### src/rtl/decade_prog_divider.sv
module decade_prog_divider #(
  parameter int DW = 4,
  parameter int NDEC = 3
) (
  input  logic                     clk,
  input  logic                     rst_n,
  input  logic [2:0]               mode_sel,
  input  logic                     hold_en,
  input  logic [DW*(NDEC+1)-1:0]   preset,
  output logic                     q
);
  localparam int CW = DW*(NDEC+1);
  localparam logic [CW-1:0] FIXED_RELOAD = CW'(10) << (DW*NDEC);

  logic [CW-1:0] cnt, cnt_dec, reload;
  logic          armed, qr;
  logic [DW-1:0] modv, pmask, pre, th, pre_n, th_n;
  logic [2:0]    pw;
  logic [NDEC:0] brw;
  logic          term, mp, inhibit, latch_en;

  assign mp       = (mode_sel == 3'b001);
  assign inhibit  = (mode_sel == 3'b000) && !hold_en;
  assign latch_en = hold_en && (mode_sel != 3'b000) && !mp;
  assign reload   = inhibit ? FIXED_RELOAD : preset;
  assign q        = qr;

  always_comb begin
    case (mode_sel)
      3'b010, 3'b110: begin modv = DW'(8); pw = 3'd3; end
      3'b100:         begin modv = DW'(5); pw = 3'd3; end
      3'b101:         begin modv = DW'(4); pw = 3'd2; end
      3'b111:         begin modv = DW'(2); pw = 3'd1; end
      default:        begin modv = DW'(10); pw = 3'd4; end
    endcase
    pmask  = DW'((5'd1 << pw) - 5'd1);
    pre    = cnt[DW-1:0] & pmask;
    th     = cnt[DW-1:0] >> pw;
    brw[0] = (pre == '0);
    pre_n  = brw[0] ? modv - DW'(1) : pre - DW'(1);
    cnt_dec = cnt;
    for (int i = 1; i <= NDEC; i++) begin
      brw[i] = brw[i-1] && (cnt[i*DW +: DW] == '0);
      if (brw[i-1])
        cnt_dec[i*DW +: DW] = (cnt[i*DW +: DW] == '0) ? DW'(9) : cnt[i*DW +: DW] - DW'(1);
    end
    th_n = brw[NDEC] ? th - DW'(1) : th;
    cnt_dec[DW-1:0] = DW'(th_n << pw) | pre_n;
    term = (pre == DW'(1)) && (th == '0) && (cnt[CW-1:DW] == '0);
  end

  always_ff @(posedge clk or negedge rst_n) begin
    if (!rst_n) begin
      cnt   <= '0;
      armed <= 1'b0;
      qr    <= 1'b0;
    end else if (mp) begin
      cnt   <= preset;
      armed <= 1'b0;
      qr    <= 1'b0;
    end else if (!armed) begin
      cnt   <= preset;
      armed <= 1'b1;
      qr    <= 1'b0;
    end else if (term) begin
      cnt   <= reload;
      qr    <= 1'b1;
    end else begin
      cnt   <= cnt_dec;
      qr    <= qr && latch_en;
    end
  end

  AST_PULSE_SINGLE: assert property (@(posedge clk) disable iff (!rst_n)
    (q && !latch_en) |=> !q);
  AST_LATCH_HELD: assert property (@(posedge clk) disable iff (!rst_n)
    (q && latch_en) |=> q);
  AST_MP_QUIET: assert property (@(posedge clk) disable iff (!rst_n)
    mp |=> !q);
  AST_MP_LOADS: assert property (@(posedge clk) disable iff (!rst_n)
    mp |=> (cnt == $past(preset)));
  AST_UNARMED_QUIET: assert property (@(posedge clk) disable iff (!rst_n)
    !armed |=> !q);
  AST_FIXED_RELOAD: assert property (@(posedge clk) disable iff (!rst_n)
    (armed && term && inhibit && !mp) |=> (cnt == FIXED_RELOAD));
endmodule

### config.mk
export PLATFORM = sky130hd
export DESIGN_NAME = decade_prog_divider
export DESIGN_NICKNAME = d
export VERILOG_FILES = /design/src/rtl/decade_prog_divider.sv
export SDC_FILE = /design/constraint.sdc
export NUM_CORES = 1
export LEC_CHECK = 0
export CORE_ASPECT_RATIO = 0.9
export CORE_MARGIN = 8
export CORE_UTILIZATION = 50
export DETAILED_ROUTE_END_ITERATION = 16
export PLACE_DENSITY = 0.74
export SLEW_MARGIN = 30
export SYNTH_ARGS = -nofsm -noshare
export SYNTH_HDL_FRONTEND = slang
export SYNTH_SLANG_ARGS = --single-unit
### constraint.sdc
create_clock -name clk -period 2.7 [get_ports clk]
set_input_delay 0.54 -clock clk [delete_from_list [all_inputs] [get_ports clk]]
set_output_delay 0.54 -clock clk [all_outputs]
set_load 0.01 [all_outputs]
==> impl_metrics.env, run 1 <==
export IMPL_outcome="finished, final reports clean"
export IMPL_synth_commonest_cells="nor2_1 (20), dfrtp_1 (18), nand2_1 (17), nand3_1 (14), o21ai_1 (11)"
export IMPL_final_area_um2=2120
export IMPL_vdd_drop_max_mv=0.403
export IMPL_ys_top_cells_by_area="dfrtp_1 (28%), ha_1 (5.5%), nor2_1 (4.7%), mux2i_1 (4.4%), nand3_1 (4.4%)"
export IMPL_cts_hold_buf=0
export IMPL_drt_first_iter_violations=111
export IMPL_cts_setup_buffers=0
export IMPL_die_y_um=69.4
export IMPL_power_density_nw_per_um2=710
export IMPL_register_area_um2=450
export IMPL_synthFlopType="dfrtp_1"
export IMPL_place_area_um2=2050
export IMPL_path_max_fanout=10
export IMPL_finalMaxSlewViolations=0
export IMPL_hold_viol_final=0
export IMPL_yosysWarnings=0
export IMPL_globalplace_congestion=0.972
export IMPL_crit_arrival_ns=2.73
export IMPL_reg2reg_depth=6
export IMPL_start_util_pct=52.1
export IMPL_yosysTopAreaCell="dfrtp_1"
export IMPL_period_share_pct=94.6
export IMPL_cp_start_kind="input port"
export IMPL_crit_top_cell="ha_4"
export IMPL_grtUsageTotal_pct=18.1
export IMPL_num_rows=19
export IMPL_worst_pin_slew_ns=0.853
export IMPL_grt_first_pass_wirelength_um=7630
export IMPL_drive_above_1_share_pct=22.6
export IMPL_routed_via_density=5.89
export IMPL_antenna_cells=0
export IMPL_worstHoldPathCells=2
export IMPL_cp_slowest_cell="or3_4"
export IMPL_wl_per_cell_um=16.3
export IMPL_rsz0062_at_grt="false"
export IMPL_vias=1625
export IMPL_cpPeakStageDelay_ns=0.38
export IMPL_antenna_found_initial=0
export IMPL_drtPass1Iterations=4
export IMPL_ant_nets=0
export IMPL_crit_family="compound AO/OA/AOI/OAI gates"
export IMPL_port_buffers=22
export IMPL_cts_htree_levels=1
export IMPL_slew_limit_headroom_pct=43.0
export IMPL_synth_edff_count=0
export IMPL_worst_path_buf_inv=4
export IMPL_syn_instance_count=193
export IMPL_worst_path_stages=13
export IMPL_nets=264
export IMPL_grt_overflow=0
export IMPL_p_leak_uw=0.000842
export IMPL_die_w_um=75.4
export IMPL_cts_tree="built"
export IMPL_grt_max_degree=23
export IMPL_synth_cell_type_count=52
export IMPL_crit_path_end_kind="flip-flop"
export IMPL_path_class="in2reg"
export IMPL_synthToLayoutAreaGrowth_pct=33.4
export IMPL_worst_slack_ns=0.147
export IMPL_root_buffer="clkbuf_4"
export IMPL_coreArea_um2=3040
export IMPL_grt_pass1_vias=1695
export IMPL_holdCritPathClass="reg2reg"
export IMPL_clk_pin_slew_ns=0.11
export IMPL_avgSynthCellArea_um2=8.22
export IMPL_netlist_area_um2=1590
export IMPL_drt_total_wl_um=4500
export IMPL_seq_area_frac_synth_pct=28.4
export IMPL_async_flop_share_pct=100
export IMPL_drc=0
export IMPL_clock_sinks=18
export IMPL_path_cells="dlygate4sd2_1, and3_4, inv_1, ha_4, nor2b_2, inv_2, ha_4, o21ai_4, or3_4, buf_4, o31ai_1, a221o_1, a22oi_2"
export IMPL_fin_crit_ns=2.55
export IMPL_setup_viol=0
export IMPL_dpl_hpwl_um=3450
export IMPL_yosysMostFrequentCell="nor2_1"
export IMPL_cts_made_buffers=3
export IMPL_clock_skew_ns=0.00612
export IMPL_die_area_um2=5230
export IMPL_pin_count=23
export IMPL_pre_cts_ws_ns=-0.461
export IMPL_cap_viol_max_count=0
export IMPL_syn_num_nets=222
export IMPL_ys_ff_latch=18
export IMPL_yosysTopAreaCellShare_pct=28.4
export IMPL_cts_max_path_buffers=2
export IMPL_clk_latency_ns=0.29
export IMPL_maxClockFrequency_mhz=392
export IMPL_fill_cells=257
export IMPL_multi_input_area_um2=1110
export IMPL_critical_path_required_ns=2.88
-- worst register-to-register path: stages, from the launching register on --
cell       delay, ns
dfrtp_1         0.46
nor4_1          0.50
nand3_2         0.22
nor4_4          0.42
xnor2_1         0.15
a2111oi_1       0.42
a21oi_1         0.07
-- path summary, 6_finish.rpt --
path,start,endpoint,slack (ns)
worst min-delay path,q,q,0.57
worst min register to register,q,q,0.57
min in group asynchronous,rst_n,cnt[2],0.72
worst max register to register,cnt[12],cnt[2],0.34
max in group asynchronous,rst_n,cnt[9],1.45
worst max-delay path,mode_sel[1],cnt[3],0.15
-- power by group --
part | switching (µW) | internal [µW] | total [µW]
Clock | 86.4 | 82.2 | 169
Combinational | 396 | 417 | 813
Sequential | 162 | 359 | 521
Total | 644 | 859 | 1500
-- state kept, by name, summed over array words and instances, names as in the netlist --
register,count
cnt,16
armed,1
q,1
-- cells by family (layout without fill, tap and decap cells) --
logic type               Yosys count  after routing  synth area share [%]
XOR/XNOR                           9              9                  4.97
multiplexers                       8              8                  5.13
other                              1              1                 0.236
AND/OR/NAND/NOR                   83             83                  29.7
adder cells (fa/ha/maj)            7              7                  5.52
flip-flops                        18             18                  28.4
buffers and inverters             20             61                  5.60
AO/OA/AOI/OAI                     47             47                  20.4
-- area by class of cell --
type	count	area share (%)
inverter	6	1.06
tap	42	2.48
timing repair buffer	51	21.1
sequential	18	21.3
multi-input combinational	155	52.4
clock buffer	4	1.71
-- routing by layer --
layer | part of all wire, % | up-vias | GRT usage, %
met4 | 1.6 | 0 | 4.05
met5 | 0 | - | 0
li1 | - | 781 | -
met1 | 45 | 782 | 23.0
met2 | 48 | 53 | 29.7
met3 | 5.2 | 9 | 4.19
-- cell usage in the layout, fill, tap and decap left out, types with 2 or more instances in the layout --
master and instances:
o31a_1 3, ha_4 2, o2111ai_1 2, inv_1 5
nor4b_1 2, a21oi_1 6, nor2b_1 2, nand2_1 17
buf_4 28, nand3_1 14, nor4_1 3, nor2_1 20
nand2b_1 3, a22oi_1 2, a21oi_2 2, o21a_1 3
nor2b_2 2, nor4_4 2, o21ai_0 4, xor2_1 2
nand3b_1 2, xnor2_1 7, nor3_1 4, a31oi_1 2
a221o_1 2, o21ai_1 10, dlygate4sd2_1 3, ha_1 5
mux2i_1 7, clkbuf_4 3, clkdlybuf4s50_1 19, dfrtp_1 18
-- what timing repair did --
| item | CTS | global route |
|---|---|---|
| endpoints found under the setup margin | 9 | 0 |
| resized for setup | 8 | 0 |
| hold endpoints to repair | 0 | 0 |
-- through the flow --
step                      hold WS [ns]  setup TNS, ns  power (µW)  util (%)  std cells
after floorplan                  0.244              0        1040         -        193
final                            0.571              0        1500      69.6        276
after global placement           0.523          -4.84        1270      67.5        272
after CTS                        0.575              0        1500      69.6        276
after global routing             0.594              0        1620      69.6        276
after detailed placement         0.529          -5.59        1300      67.5        272
No activity file was read; power rests on OpenSTA's default activity.
==> run 2, diff against run 1 <==
DONT_BUFFER_PORTS = 1   (was default)
PLACE_DENSITY = default   (was 0.74)
REMOVE_ABC_BUFFERS = 1   (was default)
clock period = 2.8 ns   (was 2.7 ns; I/O delays follow)
==> impl_metrics.env, run 2 (same netlist as run 1, synthesis figures left out) <==
export IMPL_outcome="finished, final reports clean"
export IMPL_ant_nets=0
export IMPL_reg2reg_slack_ns=0.33
export IMPL_rsz0062_at_grt="false"
export IMPL_register_area_um2=450
export IMPL_drt_first_iter_violations=79
export IMPL_globalplace_congestion=0.887
export IMPL_antenna_cells=0
export IMPL_grtUsageTotal_pct=15.7
export IMPL_cp_startpoint="mode_sel[1]"
export IMPL_setup_viol=0
export IMPL_wl_per_cell_um=16.5
export IMPL_path_max_fanout=18
export IMPL_drc=0
export IMPL_synthToLayoutAreaGrowth_pct=6.62
export IMPL_nets=222
export IMPL_cts_htree_levels=1
export IMPL_dpl_hpwl_um=2920
export IMPL_fin_crit_ns=2.48
export IMPL_finalNonFillerCells=234
export IMPL_finalMaxSlewViolations=0
export IMPL_final_area_um2=1690
export IMPL_p_leak_uw=0.000649
export IMPL_drtPass1Iterations=4
export IMPL_slew_limit_headroom_pct=45.3
export IMPL_coreArea_um2=3040
export IMPL_reg2reg_to="cnt[3]"
export IMPL_worst_slack_ns=0.323
export IMPL_die_y_um=69.4
export IMPL_die_area_um2=5230
export IMPL_largest_register="cnt"
export IMPL_clk_latency_ns=0.31
export IMPL_clock_skew_ns=0.00684
export IMPL_holdCritPathClass="in2reg"
export IMPL_vdd_drop_max_mv=0.379
export IMPL_antenna_found_initial=0
export IMPL_die_w_um=75.4
export IMPL_reg2reg_depth=9
export IMPL_grt_overflow=0
export IMPL_crit_arrival_ns=2.67
export IMPL_final_core_util_pct=55.6
export IMPL_grt_first_pass_wirelength_um=6650
export IMPL_cp_start_kind="input port"
export IMPL_r2r_start="cnt[3]"
export IMPL_place_area_um2=1650
export IMPL_most_common_layout_cells="nor2_1 (20), dfrtp_1 (18), nand2_1 (17)"
export IMPL_port_buffers=0
export IMPL_start_util_pct=52.1
export IMPL_fin_setup_tns_ns=0
export IMPL_largest_reg_flops=16
export IMPL_vias=1424
export IMPL_root_buffer="clkbuf_4"
export IMPL_cts_max_path_buffers=2
export IMPL_period_share_pct=88.5
export IMPL_fill_cells=298
export IMPL_pin_count=23
export IMPL_routed_via_density=6.09
export IMPL_grt_pass1_vias=1422
export IMPL_clock_sinks=18
export IMPL_num_rows=19
export IMPL_placed_cells=229
export IMPL_grt_max_degree=27
export IMPL_critical_path_required_ns=3.00
export IMPL_multi_input_area_um2=1050
export IMPL_path_class="in2reg"
export IMPL_hold_viol_final=0
export IMPL_drt_total_wl_um=3860
export IMPL_clk_pin_slew_ns=0.10
export IMPL_drive_above_1_share_pct=12.0
export IMPL_cap_viol_max_count=0
export IMPL_maxClockFrequency_mhz=404
export IMPL_mostFrequentLayoutCell="nor2_1"
export IMPL_power_density_nw_per_um2=748
export IMPL_worst_pin_slew_ns=0.817
export IMPL_cts_made_buffers=3
export IMPL_crit_path_end_kind="flip-flop"
export IMPL_cts_setup_buffers=0
export IMPL_endpoint="cnt[13]"
export IMPL_pre_cts_ws_ns=0.0223
export IMPL_cts_tree="built"
-- run 2: cell count changes in the layout (fill, tap and decap cells not counted), moves of 2 or more --
cell	delta
buf_4	-21
ha_4	-2
dlygate4sd2_1	-3
ha_1	+2
clkdlybuf4s50_1	-19
-- run 2: worst max-delay path, cell delays in order --
cell     delay, ns
and3_1        0.18
inv_1         0.05
ha_1          0.27
nor2b_1       0.06
inv_1         0.08
ha_1          0.16
o21ai_1       0.12
or3_1         0.41
buf_4         0.21
o31a_1        0.28
o31a_1        0.27
-- run 2: power by group --
part / internal, µW / switching (µW) / leakage, µW / total, µW
Sequential: 347 / 145 / 0.000216 / 491
Clock: 79.5 / 86.1 / 0.0000210 / 166
Combinational: 288 / 320 / 0.000413 / 609
-- run 2: layer usage --
metal | GRT usage, % | vias up | routed length, µm
met2 | 24.3 | 39 | 1780
met1 | 20.5 | 683 | 1780
li1 | - | 698 | -
met5 | 0 | - | 0
met3 | 5.06 | 4 | 272
met4 | 3.41 | 0 | 32
-- run 2: layout make-up --
| class | instances | area share (%) |
|---|---|---|
| multi-input cells | 155 | 61.9 |
| clock buffers | 4 | 2.14 |
| well taps | 42 | 3.11 |
| repair buffers | 9 | 4.88 |
| inverters | 6 | 1.33 |
| flip-flops and latches | 18 | 26.6 |
-- run 2: through the flow --
stage | power, µW | hold slack (ns)
floorplan | 920 | 0.264
global placement | 1080 | 0.265
detailed placement | 1090 | 0.265
CTS | 1270 | 0.354
global route | 1370 | 0.364
finish | 1270 | 0.368
-- run 2: worst min-delay path by stage --
| stage | startpoint | endpoint | slack (ns) | depth (start not counted) |
|---|---|---|---|---|
| final | mode_sel[0] | armed | 0.37 | 1 |
| after detailed placement | rst_n | cnt[3] | 0.26 | 0 |
| after floorplan | rst_n | armed | 0.26 | 0 |
| after global placement | rst_n | cnt[3] | 0.26 | 0 |
| after CTS | mode_sel[0] | armed | 0.35 | 1 |
| after global routing | mode_sel[0] | armed | 0.36 | 1 |
-- run 2: what timing repair did --
item                      4_1_cts  5_1_grt
hold endpoints to repair       18        0
gates resized for setup         0        0
hold buffers                    1        0
==> run 3, diff against run 2 <==
CELL_PAD_IN_SITES_DETAIL_PLACEMENT = 1   (was default)
CELL_PAD_IN_SITES_GLOBAL_PLACEMENT = 1   (was default)
CORE_UTILIZATION = 47   (was 50)
PLACE_DENSITY_LB_ADDON = 0.1   (was default)
==> impl_metrics.env, run 3 (same netlist as run 1, synthesis figures left out) <==
export IMPL_drtPass1Iterations=4
export IMPL_cpPeakStageDelay_ns=0.41
export IMPL_die_w_um=77.2
export IMPL_fin_crit_ns=2.60
export IMPL_globalplace_congestion=0.878
export IMPL_finalMaxSlewViolations=0
export IMPL_path_cells="and3_1, inv_1, ha_1, nor2b_1, inv_1, ha_1, o21ai_1, or3_1, buf_4, nor4b_1, xnor2_1, o21ai_1"
export IMPL_grt_pass1_vias=1595
export IMPL_maxClockFrequency_mhz=385
export IMPL_clock_skew_ns=0.00471
export IMPL_worst_path_buf_inv=3
export IMPL_cts_max_path_buffers=2
export IMPL_outcome="finished, final reports clean"
export IMPL_vdd_drop_max_mv=0.354
export IMPL_cts_made_buffers=3
export IMPL_hold_viol_final=0
export IMPL_power_density_nw_per_um2=776
export IMPL_coreArea_um2=3300
export IMPL_mostFrequentLayoutCell="nor2_1"
export IMPL_cap_viol_max_count=0
export IMPL_critical_path_required_ns=2.94
export IMPL_most_common_layout_cells="nor2_1 (20), dfrtp_1 (18), nand2_1 (17)"
export IMPL_fin_setup_tns_ns=0
export IMPL_routed_via_density=6.18
export IMPL_crit_path_end_kind="flip-flop"
export IMPL_grt_max_degree=25
export IMPL_cts_htree_levels=1
export IMPL_grt_first_pass_wirelength_um=7680
export IMPL_clk_pin_slew_ns=0.07
export IMPL_crit_arrival_ns=2.74
export IMPL_cp_slowest_cell="or3_1"
export IMPL_setup_viol=0
export IMPL_worst_pin_slew_ns=0.910
export IMPL_clk_latency_ns=0.25
export IMPL_start_util_pct=48.0
export IMPL_dpl_hpwl_um=3620
export IMPL_drc=0
export IMPL_slew_limit_headroom_pct=39.1
export IMPL_synthToLayoutAreaGrowth_pct=8.91
export IMPL_cts_tree="built"
export IMPL_grtUsageTotal_pct=17.0
export IMPL_path_class="in2reg"
export IMPL_reg2reg_slack_ns=0.37
export IMPL_placed_cells=234
export IMPL_root_buffer="clkbuf_8"
export IMPL_port_buffers=0
export IMPL_vias=1471
export IMPL_p_leak_uw=0.000665
export IMPL_die_area_um2=5490
export IMPL_drive_above_1_share_pct=13.4
export IMPL_path_max_fanout=18
export IMPL_crit_family="simple AND/OR/NAND/NOR gates"
export IMPL_largest_register="cnt"
export IMPL_finalNonFillerCells=238
export IMPL_antenna_found_initial=0
export IMPL_pin_count=23
export IMPL_num_rows=20
export IMPL_clock_sinks=18
export IMPL_cp_start_kind="input port"
export IMPL_die_y_um=71.1
export IMPL_period_share_pct=92.8
export IMPL_wl_per_cell_um=19.1
export IMPL_grt_overflow=0
export IMPL_largest_reg_flops=16
export IMPL_holdCritPathClass="in2reg"
export IMPL_nets=225
export IMPL_drt_total_wl_um=4550
export IMPL_drt_first_iter_violations=46
export IMPL_final_core_util_pct=52.3
export IMPL_antenna_cells=0
export IMPL_rsz0062_at_grt="false"
export IMPL_cts_setup_buffers=0
export IMPL_ant_nets=0
run 3: through the flow:
step,cell area (µm²),total power (µW),setup WS (ns),hold WS [ns]
2_1_floorplan,1520,920,-0.0944,0.264
3_3_place_gp,1670,1120,0.0491,0.265
3_5_place_dp,1670,1150,-0.101,0.265
4_1_cts,1720,1340,0.141,0.438
5_1_grt,1730,1450,0.0261,0.442
6_report,1730,1340,0.202,0.437
run 3: layout make-up:
class | count | area, µm²
sequential | 18 | 450
fill | 401 | 1580
clock buffer | 3 | 41.3
tap | 44 | 55.1
inverter | 6 | 22.5
timing repair buffer | 12 | 105
multi-input combinational | 155 | 1050
run 3: repair_timing:
item,in CTS,in global routing
setup endpoints to repair,0,1
endpoints found under the hold margin,18,0
resized for setup,0,1
hold buffers,1,0
run 3: path summary, 6_finish.rpt:
| kind | start | endpoint | cells past startpoint |
|---|---|---|---|
| max reg2reg | cnt[12] | cnt[2] | 6 |
| min reg2reg | armed | cnt[14] | 2 |
| min in group asynchronous | rst_n | cnt[1] | 1 |
| min | preset[10] | cnt[10] | 2 |
| max | mode_sel[1] | cnt[8] | 12 |
| max in group asynchronous | rst_n | cnt[0] | 1 |
run 3: where the power goes:
| group | internal (µW) | total (µW) | switching, µW |
|---|---|---|---|
| clock | 95.6 | 180 | 83.9 |
| combinational | 308 | 666 | 359 |
| sequential | 348 | 496 | 148 |
| total | 751 | 1340 | 591 |
run 3: layer usage:
layer,global-route usage [%],part of all wire [%]
met5,0,0
met4,3.56,1.4
met3,5.95,6.3
met2,29.8,50
met1,19.4,42
run 3: worst reg2reg max path, delay by kind of cell, from the launching register on:
| kind | cells | cell delay (ns) |
|---|---|---|
| xor gates and xnor gates | 1 | 0.12 |
| AOI/OAI and AO/OA | 2 | 0.58 |
| DFF | 1 | 0.44 |
| and+or+nand+nor | 3 | 1.14 |
